$ cat config.mk
export PLATFORM = sky130hd
export DESIGN_NAME = ipi_dispatch
export DESIGN_NICKNAME = d
export VERILOG_FILES = /design/src/rtl/ipi_pkg.sv /design/src/rtl/ipi_core_cfg.sv /design/src/rtl/ipi_dest_match.sv /design/src/rtl/ipi_rr_dispatch.sv /design/src/rtl/ipi_dispatch.sv
export SDC_FILE = /design/constraint.sdc
export NUM_CORES = 1
export LEC_CHECK = 0
export ABC_CLOCK_PERIOD_IN_PS = 4500
export CORE_MARGIN = 10
export CORE_UTILIZATION = 60
export CTS_CLUSTER_DIAMETER = 30
export CTS_CLUSTER_SIZE = 8
export DETAILED_ROUTE_END_ITERATION = 16
export PLACE_DENSITY = 0.92
export SYNTH_ARGS = -nofsm -noshare
export SYNTH_HDL_FRONTEND = slang
export SYNTH_SLANG_ARGS = --single-unit
$ cat constraint.sdc
create_clock -name clk -period 4.5 [get_ports clk]
set_input_delay 0.675 -clock clk [delete_from_list [all_inputs] [get_ports clk]]
set_output_delay 0.675 -clock clk [all_outputs]
set_load 0.02 [all_outputs]
$ cat src/rtl/ipi_pkg.sv
package ipi_pkg;
    localparam int ID_W  = 8;
    localparam int FMT_W = 4;

    localparam logic [FMT_W-1:0] FMT_FLAT    = 4'hF;
    localparam logic [FMT_W-1:0] FMT_CLUSTER = 4'h0;

    localparam logic [2:0] MODE_LOWEST = 3'd1;

    localparam logic [1:0] SH_DEST   = 2'd0;
    localparam logic [1:0] SH_SELF   = 2'd1;
    localparam logic [1:0] SH_ALL    = 2'd2;
    localparam logic [1:0] SH_OTHERS = 2'd3;

    localparam logic [1:0] CF_ID  = 2'd0;
    localparam logic [1:0] CF_LID = 2'd1;
    localparam logic [1:0] CF_FMT = 2'd2;
    localparam logic [1:0] CF_EN  = 2'd3;

    typedef enum logic [1:0] {
        ST_IDLE = 2'd0,
        ST_SCAN = 2'd1,
        ST_EMIT = 2'd2
    } disp_state_e;

    typedef struct packed {
        logic [7:0] vector;
        logic [2:0] mode;
        logic       trigger;
        logic       level;
    } echo_t;
endpackage

$ cat src/rtl/ipi_core_cfg.sv
module ipi_core_cfg
    import ipi_pkg::*;
#(
    parameter int NCORE = 8,
    parameter int IW    = (NCORE > 1) ? $clog2(NCORE) : 1
) (
    input  logic                  clk,
    input  logic                  rst_n,
    input  logic                  we,
    input  logic [IW-1:0]         core,
    input  logic [1:0]            field,
    input  logic [7:0]            wdata,
    output logic [NCORE*ID_W-1:0] id_flat,
    output logic [NCORE*ID_W-1:0] lid_flat,
    output logic [NCORE*FMT_W-1:0] fmt_flat,
    output logic [NCORE-1:0]      en
);
    logic [ID_W-1:0]  id_d  [NCORE];
    logic [ID_W-1:0]  id_q  [NCORE];
    logic [ID_W-1:0]  lid_d [NCORE];
    logic [ID_W-1:0]  lid_q [NCORE];
    logic [FMT_W-1:0] fmt_d [NCORE];
    logic [FMT_W-1:0] fmt_q [NCORE];
    logic [NCORE-1:0] en_d, en_q;

    always_comb begin
        en_d = en_q;
        for (int i = 0; i < NCORE; i++) begin
            id_d[i]  = id_q[i];
            lid_d[i] = lid_q[i];
            fmt_d[i] = fmt_q[i];
            if (we && (core == IW'(i))) begin
                case (field)
                    CF_ID:   id_d[i]  = wdata;
                    CF_LID:  lid_d[i] = wdata;
                    CF_FMT:  fmt_d[i] = wdata[FMT_W-1:0];
                    default: en_d[i]  = wdata[0];
                endcase
            end
        end
    end

    always_ff @(posedge clk or negedge rst_n) begin
        if (!rst_n) begin
            for (int i = 0; i < NCORE; i++) begin
                id_q[i]  <= ID_W'(2 * i);
                lid_q[i] <= '0;
                fmt_q[i] <= FMT_FLAT;
            end
            en_q <= '1;
        end else begin
            for (int i = 0; i < NCORE; i++) begin
                id_q[i]  <= id_d[i];
                lid_q[i] <= lid_d[i];
                fmt_q[i] <= fmt_d[i];
            end
            en_q <= en_d;
        end
    end

    for (genvar g = 0; g < NCORE; g++) begin : g_flat
        assign id_flat[g*ID_W +: ID_W]    = id_q[g];
        assign lid_flat[g*ID_W +: ID_W]   = lid_q[g];
        assign fmt_flat[g*FMT_W +: FMT_W] = fmt_q[g];
    end
    assign en = en_q;
endmodule

$ cat src/rtl/ipi_dest_match.sv
module ipi_dest_match
    import ipi_pkg::*;
#(
    parameter int NCORE = 8,
    parameter int IW    = (NCORE > 1) ? $clog2(NCORE) : 1
) (
    input  logic [NCORE*ID_W-1:0]  id_flat,
    input  logic [NCORE*ID_W-1:0]  lid_flat,
    input  logic [NCORE*FMT_W-1:0] fmt_flat,
    input  logic [1:0]             shorthand,
    input  logic                   logical,
    input  logic [7:0]             dest,
    input  logic [IW-1:0]          src,
    output logic [NCORE-1:0]       match
);
    for (genvar g = 0; g < NCORE; g++) begin : g_core
        logic [ID_W-1:0]  pid;
        logic [ID_W-1:0]  lid;
        logic [FMT_W-1:0] fmt;
        logic             phys_hit, flat_hit, clus_hit, dest_hit, is_self;

        assign pid = id_flat[g*ID_W +: ID_W];
        assign lid = lid_flat[g*ID_W +: ID_W];
        assign fmt = fmt_flat[g*FMT_W +: FMT_W];

        assign phys_hit = (dest == 8'hFF) || (dest == pid);
        assign flat_hit = (fmt == FMT_FLAT) && (|(lid & dest));
        assign clus_hit = (fmt == FMT_CLUSTER) && (lid[7:4] == dest[7:4])
                          && (|(lid[3:0] & dest[3:0]));
        assign dest_hit = logical ? (flat_hit || clus_hit) : phys_hit;
        assign is_self  = (src == IW'(g));

        always_comb begin
            case (shorthand)
                SH_DEST:  match[g] = dest_hit;
                SH_SELF:  match[g] = is_self;
                SH_ALL:   match[g] = 1'b1;
                default:  match[g] = !is_self;
            endcase
        end
    end
endmodule

$ cat src/rtl/ipi_rr_dispatch.sv
module ipi_rr_dispatch
    import ipi_pkg::*;
#(
    parameter int NCORE = 8,
    parameter int IW    = (NCORE > 1) ? $clog2(NCORE) : 1
) (
    input  logic             clk,
    input  logic             rst_n,
    input  logic             start,
    input  logic             lowest,
    input  logic [NCORE-1:0] cand,
    output logic             ready,
    output logic             res_valid,
    output logic [NCORE-1:0] res_mask
);
    localparam logic [IW-1:0] LAST_IDX = IW'(NCORE - 1);

    typedef struct packed {
        disp_state_e      st;
        logic             lowest;
        logic [IW-1:0]    ptr;
        logic [IW-1:0]    cnt;
        logic [IW-1:0]    last;
        logic [NCORE-1:0] cand;
        logic [NCORE-1:0] mask;
    } rr_state_t;

    rr_state_t s_d, s_q;

    function automatic logic [IW-1:0] step(input logic [IW-1:0] p);
        return (p == LAST_IDX) ? '0 : p + IW'(1);
    endfunction

    always_comb begin
        s_d = s_q;
        case (s_q.st)
            ST_IDLE: begin
                if (start) begin
                    s_d.lowest = lowest;
                    if (lowest) begin
                        s_d.st   = ST_SCAN;
                        s_d.ptr  = step(s_q.last);
                        s_d.cnt  = '0;
                        s_d.cand = cand;
                    end else begin
                        s_d.st   = ST_EMIT;
                        s_d.mask = cand;
                    end
                end
            end
            ST_SCAN: begin
                if (s_q.cand[s_q.ptr]) begin
                    s_d.mask           = '0;
                    s_d.mask[s_q.ptr]  = 1'b1;
                    s_d.last           = s_q.ptr;
                    s_d.st             = ST_EMIT;
                end else if (s_q.cnt == LAST_IDX) begin
                    s_d.mask = '0;
                    s_d.st   = ST_EMIT;
                end else begin
                    s_d.ptr = step(s_q.ptr);
                    s_d.cnt = s_q.cnt + IW'(1);
                end
            end
            default: s_d.st = ST_IDLE;
        endcase
    end

    always_ff @(posedge clk or negedge rst_n) begin
        if (!rst_n) begin
            s_q        <= '0;
            s_q.st     <= ST_IDLE;
            s_q.last   <= LAST_IDX;
        end else begin
            s_q <= s_d;
        end
    end

    assign ready     = (s_q.st == ST_IDLE);
    assign res_valid = (s_q.st == ST_EMIT);
    assign res_mask  = s_q.mask;

    // independent scan-length counter for the R9 window
    logic [IW:0] scan_len_q;
    always_ff @(posedge clk or negedge rst_n) begin
        if (!rst_n)                 scan_len_q <= '0;
        else if (s_q.st == ST_SCAN) scan_len_q <= scan_len_q + 1'b1;
        else                        scan_len_q <= '0;
    end

    p_pulse_r10: assert property (@(posedge clk) disable iff (!rst_n)
        res_valid |=> !res_valid);
    p_busy_r10: assert property (@(posedge clk) disable iff (!rst_n)
        (start && ready) |=> !ready);
    p_onehot_r8: assert property (@(posedge clk) disable iff (!rst_n)
        (res_valid && s_q.lowest) |-> $onehot0(res_mask));
    p_window_r9: assert property (@(posedge clk) disable iff (!rst_n)
        scan_len_q <= (IW+1)'(NCORE));
endmodule

$ cat src/rtl/ipi_dispatch.sv
module ipi_dispatch
    import ipi_pkg::*;
#(
    parameter int NCORE = 8,
    parameter int IW    = (NCORE > 1) ? $clog2(NCORE) : 1
) (
    input  logic             clk,
    input  logic             rst_n,
    input  logic             cmd_valid,
    output logic             cmd_ready,
    input  logic [7:0]       cmd_vector,
    input  logic [2:0]       cmd_mode,
    input  logic             cmd_logical,
    input  logic [1:0]       cmd_shorthand,
    input  logic             cmd_trigger,
    input  logic             cmd_level,
    input  logic [7:0]       cmd_dest,
    input  logic [IW-1:0]    cmd_src,
    input  logic             cfg_we,
    input  logic [IW-1:0]    cfg_core,
    input  logic [1:0]       cfg_field,
    input  logic [7:0]       cfg_wdata,
    output logic             out_valid,
    output logic [NCORE-1:0] out_mask,
    output logic [7:0]       out_vector,
    output logic [2:0]       out_mode,
    output logic             out_trigger,
    output logic             out_level
);
    logic [NCORE*ID_W-1:0]  id_flat, lid_flat;
    logic [NCORE*FMT_W-1:0] fmt_flat;
    logic [NCORE-1:0]       core_en, match;
    logic                   accept;
    echo_t                  echo_d, echo_q;

    ipi_core_cfg #(.NCORE(NCORE), .IW(IW)) u_cfg (
        .clk(clk), .rst_n(rst_n), .we(cfg_we), .core(cfg_core),
        .field(cfg_field), .wdata(cfg_wdata), .id_flat(id_flat),
        .lid_flat(lid_flat), .fmt_flat(fmt_flat), .en(core_en)
    );

    ipi_dest_match #(.NCORE(NCORE), .IW(IW)) u_match (
        .id_flat(id_flat), .lid_flat(lid_flat), .fmt_flat(fmt_flat),
        .shorthand(cmd_shorthand), .logical(cmd_logical), .dest(cmd_dest),
        .src(cmd_src), .match(match)
    );

    ipi_rr_dispatch #(.NCORE(NCORE), .IW(IW)) u_rr (
        .clk(clk), .rst_n(rst_n), .start(cmd_valid),
        .lowest(cmd_mode == MODE_LOWEST), .cand(match & core_en),
        .ready(cmd_ready), .res_valid(out_valid), .res_mask(out_mask)
    );

    assign accept = cmd_valid && cmd_ready;

    always_comb begin
        echo_d = echo_q;
        if (accept) begin
            echo_d.vector  = cmd_vector;
            echo_d.mode    = cmd_mode;
            echo_d.trigger = cmd_trigger;
            echo_d.level   = cmd_level;
        end
    end

    always_ff @(posedge clk or negedge rst_n) begin
        if (!rst_n) echo_q <= '0;
        else        echo_q <= echo_d;
    end

    assign out_vector  = echo_q.vector;
    assign out_mode    = echo_q.mode;
    assign out_trigger = echo_q.trigger;
    assign out_level   = echo_q.level;

    p_self_r6: assert property (@(posedge clk) disable iff (!rst_n)
        (cmd_valid && cmd_shorthand == SH_SELF) |-> $onehot(match));
    p_bcast_r2: assert property (@(posedge clk) disable iff (!rst_n)
        (cmd_valid && cmd_shorthand == SH_DEST && !cmd_logical
         && cmd_dest == 8'hFF) |-> (match == '1));
endmodule

==> results.py, run 1 <==
metrics = {
    "sta": {
        "fin_crit_ns": 2.84,
        "min_period_over_period_pct": 63.1,
        "worst_slew_pin_slew_ns": 1.25,
        "finalHoldViolCount": 0,
        "whs_ns": 0.309,
        "grt_setup_unrepaired": "no",
        "fmax_mhz": 352,
        "slew_viol_final": 0,
        "setup_tns_ns": 0,
        "setup_viol": 0,
        "fin_ws_ns": 1.66,
        "slew_headroom_pct": 16.7,
        "clock_skew_ns": 0.0204,
    },
    "drt": {
        "routed_wl_um": 28100,
        "num_vias": 7337,
        "drc_errors": 0,
        "ant_nets": 0,
        "drt_pass1_iterations": 5,
        "drt_iter0_drc": 578,
        "vias_per_cell": 6.42,
        "wire_per_inst_um": 24.6,
    },
    "floorplanning": {
        "core_um2": 17200,
        "die_h_um": 152,
        "rows": 48,
        "die_w_um": 152,
        "num_io_pins": 67,
        "initial_core_util_pct": 60.7,
        "die_area_um2": 23100,
    },
    "yosys": {
        "synth_nets": 891,
        "yosysUniqueCellTypes": 53,
        "syn_area_um2": 10400,
        "yosysSeqAreaShare_pct": 50.6,
        "syn_area_per_cell_um2": 12.9,
        "synth_edf_count": 0,
        "syn_inst": 809,
        "ys.flop_type": "dfrtp_1",
        "synth-seq-cells": 208,
        "yosys_warnings": 0,
        "ys_async_sr_fraction_pct": 100,
    },
    "power": {
        "cellPowerDensity_nw_per_um2": 586,
        "vdd_drop_max_mv": 0.403,
        "finalPower_mw": 7.44,
        "p_leak_nw": 5.34,
    },
    "global_routing": {
        "antenna_found_initial": 0,
        "grt_pass1_wl_um": 44700,
        "grtUsageMet1_pct": 28.6,
        "track_usage_pct": 23.7,
        "grt.busiest_layer": "met2",
        "gr-usage-met3_pct": 6.07,
        "grt-ovfl-total": 0,
        "grt_start_max_net_pins": 123,
        "use_met2_pct": 38.9,
        "grt_pass1_vias": 7923,
    },
    "layout": {
        "antenna_cells": 0,
        "nets": 968,
        "layoutNonFillerInstCount": 1143,
        "syn_to_final_growth_pct": 21.8,
        "fillCellCount": 1010,
        "drive_gt1_share_pct": 38.3,
        "layout_common_cells": "mux2_2, dfrtp_1, xnor2_1",
        "final_common_cell": "mux2_2",
    },
    "clocking": {
        "cts_setup_buffers": 0,
        "cts_buffers": 41,
        "root_buffer": "clkbuf_16",
        "cts.reportedPaths.clkPinSlew_ns": 0.05,
        "cts_sinks": 208,
        "clk_latency_ns": 0.53,
        "cts_hold_buf": 0,
        "ctsResizeCount": 0,
        "clockBufferDepth": 3,
        "cts_tree": "done",
        "cts_max_level": 2,
    },
    "placed_design": {
        "gp_congestion": 0.914,
        "portBuffers": 66,
        "dp_hpwl_um": 17500,
        "pre_cts_slack_ns": 1.19,
        "post-place-cells": 1068,
    },
    "setup_path": {
        "cp-end-kind": "register",
        "reg2reg_depth": 5,
        "arrival_ns": 3.24,
        "path_max_fanout": 11,
        "crit_type": "in2reg",
        "crit_required_ns": 4.90,
        "startpoint_type": "input pin",
    },
    "min_path": {
        "min_path_type": "in2async",
    },
    "outcome": {
        "status": "finished, final reports clean",
    },
    "run": {
        "max-cap-violations": 0,
    },
}
-- final cells by class --
type / instances / area, um^2 / area share, %
timing repair buffer: 81 / 790 / 6.21
multi-input combinational: 550 / 4900 / 38.5
sequential: 208 / 5270 / 41.5
tap: 225 / 282 / 2.22
clock inverter: 18 / 304 / 2.39
inverter: 4 / 15.0 / 0.118
clock buffer: 57 / 1150 / 9.02
-- worst max-delay path, cell delays in order --
cell             delay, ns
clkdlybuf4s50_1       0.76
ha_1                  0.41
or4_4                 0.54
nor3_2                0.11
o211ai_1              0.15
and4_4                0.27
a221o_1               0.32
-- cell usage after synthesis, drive strengths merged, types with 2 or more instances --
cell type / number / area, um^2
a221o: 4 / 40.0
nor3b: 9 / 87.6
a2bb2oi: 2 / 23.8
nor2b: 4 / 25.0
nand2: 30 / 115
a22o: 14 / 125
xor2: 4 / 35.0
nand4: 31 / 194
a21oi: 7 / 35.0
a21boi: 4 / 30.0
clkbuf: 19 / 72.6
nand4b: 3 / 26.3
nor4: 17 / 106
o211ai: 15 / 113
a22oi: 2 / 15.0
nor3: 17 / 150
and4: 4 / 40.0
mux2: 189 / 2130
nand3: 16 / 85.1
nand2b: 7 / 43.8
dfstp: 55 / 1450
nor2: 19 / 81.3
or4: 9 / 75.1
nand3b: 5 / 37.5
xnor2: 68 / 596
o21ai: 16 / 80.1
mux2i: 3 / 30.0
a31oi: 4 / 25.0
inv: 4 / 15.0
ha: 38 / 475
dfrtp: 153 / 3830
buf: 28 / 170
-- stage by stage --
| step | util (%) | area [um^2] |
|---|---|---|
| after global routing | 74.0 | 12700 |
| final | 74.0 | 12700 |
| after CTS | 74.0 | 12700 |
| after global placement | 65.5 | 11300 |
| after detailed placement | 65.5 | 11300 |
| after floorplan | - | 10400 |
-- sequential cells by signal (all words and copies together), names as in the netlist --
register and count:
out_level 1, out_mode 3, out_trigger 1, out_vector 8, u_cfg.en 8, u_cfg.fmt_flat 32
u_cfg.id_flat 64, u_cfg.lid_flat 64, u_rr.res_mask 8, u_rr.s_q 19
-- power by group --
part,leakage (nW),switching [mW],internal (mW)
Sequential,2.52,0.368,2.39
Clock,0.702,0.991,2.18
Combinational,2.12,0.715,0.801
Total,5.34,2.07,5.37
-- kinds of logic (layout without fill, tap and decap cells) --
kind of cell,Yosys count,count (layout),synth area share (%)
compound gates,75,75,5.27
xor+xnor,72,72,6.05
fa+ha+maj,38,38,4.56
buf+inv,51,160,2.47
flops,208,208,50.6
mux,192,192,20.7
simple gates,173,173,10.4
-- per-layer routing --
metal / vias to the layer above / part of all wire [%]
met5: - / 0
li1: 3138 / -
met1: 3720 / 40
met4: 0 / 4.2
met2: 378 / 48
met3: 101 / 8.1
-- path summary, 6_finish.rpt --
path,start,endpoint,slack [ns]
setup / recovery,cmd_dest[5],u_rr.res_mask[3],1.66
min in group clk,u_rr.s_q[8],u_rr.s_q[8],0.48
max in group asynchronous,rst_n,u_cfg.fmt_flat[21],3.21
hold / removal,rst_n,u_rr.s_q[19],0.31
hold reg to reg,u_rr.s_q[8],u_rr.s_q[8],0.48
setup reg to reg,u_rr.s_q[23],u_rr.s_q[22],2.20
(Power assumes the default switching activity.)
==> run 2: changes to the inputs <==
- ABC_CLOCK_PERIOD_IN_PS: 4500 -> 2460
- CORE_UTILIZATION: 60 -> 54
- PLACE_DENSITY: 0.92 -> 0.88
- clock period: 4.5 -> 2.46 ns (I/O delays scaled with it)
==> results.py, run 2 (synthesis gave the netlist of run 1 again) <==
metrics = {
    "setup_path": {
        "r2r_slack_ns": 0.22,
        "path_cells": "mux2i_1 -> a2bb2oi_2 -> nand3_2 -> nand2_1 -> mux2_2",
        "reg2reg_depth": 5,
        "max_stage_delay_ns": 0.72,
        "r2r-start": "u_rr.s_q[23]",
        "cp-endpoint": "u_rr.s_q[22]",
        "crit_start": "u_rr.s_q[23]",
        "path_max_fanout": 15,
        "crit_type": "reg2reg",
        "crit_buf_inv": 0,
        "crit_required_ns": 2.85,
        "arrival_ns": 2.63,
        "crit_slowest_cell": "dfrtp_1",
        "cp-end-kind": "register",
        "startpoint_type": "register",
        "r2r_end": "u_rr.s_q[22]",
        "cp.depth": 5,
        "crit_family": "multiplexers",
    },
    "sta": {
        "finalHoldViolCount": 0,
        "fmax_mhz": 446,
        "min_period_over_period_pct": 91.2,
        "slew_headroom_pct": 44.3,
        "fin_crit_ns": 2.24,
        "setup_viol": 0,
        "slew_viol_final": 0,
        "whs_ns": 0.422,
        "clock_skew_ns": 0.0162,
        "worst_slew_pin_slew_ns": 0.834,
        "grt_setup_unrepaired": "no",
    },
    "run": {
        "max-cap-violations": 0,
    },
    "clocking": {
        "cts_sinks": 208,
        "cts_tree": "done",
        "cts.reportedPaths.clkPinSlew_ns": 0.04,
        "clk_latency_ns": 0.52,
        "cts_max_level": 2,
        "ctsResizeCount": 0,
        "clockBufferDepth": 3,
        "cts_buffers": 41,
        "cts_hold_buf": 1,
        "root_buffer": "clkbuf_16",
        "cts_setup_buffers": 0,
    },
    "global_routing": {
        "grt_pass1_wl_um": 45200,
        "track_usage_pct": 22.1,
        "grt_start_max_net_pins": 64,
        "grt_pass1_vias": 7979,
        "antenna_found_initial": 0,
        "grt-ovfl-total": 0,
    },
    "floorplanning": {
        "die_h_um": 159,
        "rows": 50,
        "core_um2": 18800,
        "initial_core_util_pct": 55.4,
        "die_w_um": 159,
        "die_area_um2": 25300,
        "num_io_pins": 67,
    },
    "drt": {
        "wire_per_inst_um": 23.5,
        "routed_wl_um": 28500,
        "vias_per_cell": 6.12,
        "drt_iter0_drc": 647,
        "num_vias": 7433,
        "ant_nets": 0,
        "drc_errors": 0,
        "drt_pass1_iterations": 5,
    },
    "power": {
        "vdd_drop_max_mv": 0.581,
        "cellPowerDensity_nw_per_um2": 1050,
        "p_leak_nw": 5.57,
        "finalPower_mw": 13.8,
    },
    "layout": {
        "nets": 1004,
        "fillCellCount": 1154,
        "antenna_cells": 0,
        "syn_to_final_growth_pct": 25.8,
        "drive_gt1_share_pct": 40.6,
        "fin_util_pct": 69.6,
        "layout_common_cells": "mux2_2, dfrtp_1, xnor2_1",
        "final_common_cell": "mux2_2",
    },
    "outcome": {
        "status": "finished, final reports clean",
    },
    "placed_design": {
        "portBuffers": 66,
        "dp_hpwl_um": 17800,
        "gp_congestion": 0.880,
    },
    "min_path": {
        "min_path_type": "in2async",
    },
}
## run 2: worst min-delay path by stage
stage	to	start	depth (start not counted)
after detailed placement	u_rr.s_q[21]	rst_n	1
after CTS	u_rr.res_mask[2]	rst_n	2
final	u_rr.s_q[23]	rst_n	2
after global placement	u_rr.s_q[22]	rst_n	1
after global routing	u_rr.s_q[23]	rst_n	2
after floorplan	out_level	rst_n	0
## run 2: per-stage QoR
| step | area (um^2) | setup TNS [ns] | cells | setup WS, ns |
|---|---|---|---|---|
| final | 13100 | 0 | 1214 | 0.217 |
| after global routing | 13100 | 0 | 1214 | 0.0735 |
| after CTS | 13100 | 0 | 1214 | 0.237 |
| after detailed placement | 11600 | -1.49 | 1138 | -0.143 |
| after global placement | 11600 | -0.496 | 1138 | -0.0775 |
| after floorplan | 10400 | 0 | 809 | 0.584 |
## run 2: worst reg2reg max path, stage by stage, from the launching register on
cell	delay, ns
dfrtp_1	0.72
mux2i_1	0.47
a2bb2oi_2	0.25
nand3_2	0.18
nand2_1	0.16
mux2_2	0.35
## run 2: metal layers
layer  routed length, um  vias up  global-route usage, %  share of wire [%]
met1               11600     3764                   27.3                 41
li1                    -     3216                      -                  -
met2               13700      354                   36.7                 48
met4                1200        0                   9.65                4.2
met5                   0        -                      0                  0
met3                2060       99                   4.80                7.2
## run 2: area by class of cell
type                    count  area [um^2]  share of cell area [%]
inverters                   4         15.0                   0.114
repair buffers            117         1120                    8.58
multi-input cells         550         4900                    37.3
well taps                 260          325                    2.48
clock inverters            16          284                    2.17
flip-flops and latches    208         5270                    40.2
clock buffers              59         1200                    9.12
## run 2: power by group
part | switching [mW] | internal [mW] | total, mW
clock | 1.76 | 4.19 | 5.95
sequential | 0.676 | 4.37 | 5.04
combinational | 1.33 | 1.51 | 2.83
total | 3.77 | 10.1 | 13.8
==> run 3: changes to the inputs <==
- ABC_AREA: unset -> 1
- CELL_PAD_IN_SITES_DETAIL_PLACEMENT: unset -> 0
- CELL_PAD_IN_SITES_GLOBAL_PLACEMENT: unset -> 1
- CORE_UTILIZATION: 54 -> 40
- PLACE_DENSITY: 0.88 -> 0.87
- RECOVER_POWER: unset -> 25
==> results.py, run 3 <==
metrics = {
    "outcome": {
        "status": "finished, final reports clean",
    },
    "setup_path": {
        "startpoint_type": "register",
        "cp-end-kind": "primary output",
        "max_stage_delay_ns": 0.64,
        "crit_type": "reg2out",
        "path_cells": "nor2_1 -> clkdlybuf4s50_1",
        "path_max_fanout": 4,
        "crit_required_ns": 2.09,
        "crit_slowest_cell": "clkdlybuf4s50_1",
        "arrival_ns": 1.78,
    },
    "clocking": {
        "cts_setup_buffers": 0,
        "clockBufferDepth": 3,
        "cts_tree": "done",
        "cts_buffers": 49,
        "cts_max_level": 2,
        "cts.reportedPaths.clkPinSlew_ns": 0.04,
        "cts_sinks": 208,
        "root_buffer": "clkbuf_16",
        "clk_latency_ns": 0.53,
    },
    "layout": {
        "syn_to_final_growth_pct": 27.3,
        "fillCellCount": 2481,
        "seqCellArea_um2": 5270,
        "layout_common_cells": "nand2_1, o21ai_0, dfrtp_1",
        "multi_input_area_um2": 4670,
        "drive_gt1_share_pct": 12.6,
        "final_common_cell": "nand2_1",
        "nets": 1593,
        "antenna_cells": 0,
    },
    "yosys": {
        "yosys.area.top_type": "dfrtp_1",
        "ys_async_sr_fraction_pct": 100,
        "ys.flop_type": "dfrtp_1",
        "synth-seq-cells": 208,
        "synth_edf_count": 0,
        "yosysUniqueCellTypes": 28,
        "syn_area_per_cell_um2": 7.66,
        "synth_top_area_share_pct": 35.7,
        "yosys_warnings": 0,
        "synth_nets": 1480,
        "synth_area_leaders": "dfrtp_1, nand2_1, dfstp_2",
        "ys_top_cells_by_count": "nand2_1, o21ai_0, dfrtp_1",
        "syn_area_um2": 10700,
        "yosysSeqAreaShare_pct": 49.2,
        "post-synth-top-count-cell": "nand2_1",
        "syn_inst": 1398,
    },
    "placed_design": {
        "gp_congestion": 0.822,
        "portBuffers": 66,
        "pre_cts_slack_ns": 0.189,
        "dp_hpwl_um": 19800,
    },
    "global_routing": {
        "antenna_found_initial": 0,
        "grt-ovfl-total": 0,
        "track_usage_pct": 17.9,
        "grt_pass1_wl_um": 48900,
        "grt_start_max_net_pins": 66,
        "grt_pass1_vias": 9276,
    },
    "power": {
        "p_clk_share_pct": 44.7,
        "p_sw_share_pct": 29.6,
        "vdd_drop_max_mv": 0.511,
        "p_int_mw": 10.1,
        "p_sw_mw": 4.25,
        "cellPowerDensity_nw_per_um2": 1050,
        "p_leak_nw": 6.56,
        "comb_power_share_pct": 21.1,
        "p_seq_share_pct": 34.2,
    },
    "min_path": {
        "min_path_type": "in2reg",
    },
    "sta": {
        "slew_headroom_pct": 22.1,
        "grt_setup_unrepaired": "no",
        "min_period_over_period_pct": 87.5,
        "fin_crit_ns": 2.15,
        "fin_ws_ns": 0.307,
        "setup_tns_ns": 0,
        "fmax_mhz": 465,
        "worst_slew_pin_slew_ns": 1.17,
        "slew_viol_final": 0,
        "clock_skew_ns": 0.0188,
        "setup_viol": 0,
        "finalHoldViolCount": 0,
    },
    "drt": {
        "drt_pass1_iterations": 5,
        "num_vias": 9239,
        "ant_nets": 0,
        "vias_per_cell": 4.90,
        "drc_errors": 0,
        "routed_wl_um": 29300,
        "wire_per_inst_um": 15.5,
        "drt_iter0_drc": 603,
    },
    "floorplanning": {
        "die_w_um": 184,
        "initial_core_util_pct": 40.9,
        "die_area_um2": 33700,
        "die_h_um": 184,
        "num_io_pins": 67,
        "rows": 59,
        "core_um2": 26200,
    },
    "run": {
        "max-cap-violations": 0,
    },
}
[run 3: cell types whose count changed after synthesis, sizes merged, moves of 9 or more]
cell | previous run | this run
xnor2 | 68 | 32
a22o | 14 | 0
mux2 | 189 | 0
clkbuf | 19 | 33
nand2 | 30 | 560
nor3b | 9 | 0
inv | 4 | 128
nand3 | 16 | 39
nor2 | 19 | 111
nor4 | 17 | 0
o21ai | 16 | 187
nand4 | 31 | 0
o211ai | 15 | 0
or4 | 9 | 0
[run 3: path summary, 6_finish.rpt]
kind                               start                  to  slack (ns)  cells past startpoint
max                         u_rr.s_q[27]           cmd_ready        0.31                      2
min                        cmd_vector[3]       out_vector[3]        0.38                      3
max reg2reg                 u_rr.s_q[22]    u_rr.res_mask[7]        0.75                     10
min reg2reg                out_vector[1]       out_vector[1]        0.47                      2
max in group asynchronous          rst_n  u_cfg.lid_flat[25]        0.51                      3
min in group asynchronous          rst_n       out_vector[5]        0.39                      2
[run 3: repair_timing]
item,in CTS,in global routing
hold endpoints to repair,49,0
resized for setup,0,0
hold buffers,1,0
[run 3: power groups by stage]
stage | Sequential, mW | Combinational, mW | Clock, mW
after floorplan | 4.92 | 1.98 | 0
after global placement | 4.92 | 2.99 | 0
after detailed placement | 4.94 | 3.06 | 0
after CTS | 4.91 | 3.09 | 6.50
after global routing | 5.01 | 3.49 | 6.71
final | 4.91 | 3.02 | 6.41
[run 3: cell families after synthesis]
family,count (synthesis),share of synthesized area (%)
buffers and inverters,185,7.15
xor gates and xnor gates,36,2.94
adders and majority gates,38,4.44
and+or+nand+nor,722,26.3
AOI/OAI and AO/OA,209,9.95
DFF,208,49.2
[run 3: stage by stage]
step                      utilization, %  instances  total power, mW  area, um^2  hold WS, ns
after floorplan                        -       1398             6.90       10700       0.0734
after global placement              45.8       1794             7.92       12000        0.409
after detailed placement            45.8       1794             8.00       12000        0.413
after CTS                           52.2       1887             14.5       13700        0.375
after global routing                52.0       1887             15.2       13600        0.394
final                               52.0       1887             14.3       13600        0.384
[run 3: critical path: cells and delay by family (launching register included)]
kind,cells,cell delay (ns)
buffers and inverters,1,0.64
AND/OR/NAND/NOR,1,0.20
flip-flops,1,0.41
[run 3: layout make-up]
class                   count  area share, %
repair buffers            118           8.24
flip-flops and latches    208           38.7
clock inverters            22           1.86
multi-input cells        1005           34.3
inverters                 129           3.55
clock buffers              70           10.3
well taps                 335           3.07
[run 3: per-layer routing]
| metal | part of all wire, % | up-vias | GRT usage, % |
|---|---|---|---|
| met5 | 0 | - | 0 |
| met4 | 2.3 | 0 | 6.33 |
| met3 | 5.2 | 59 | 3.20 |
| met2 | 46 | 222 | 29.6 |
| met1 | 46 | 4344 | 23.1 |
| li1 | - | 4614 | - |
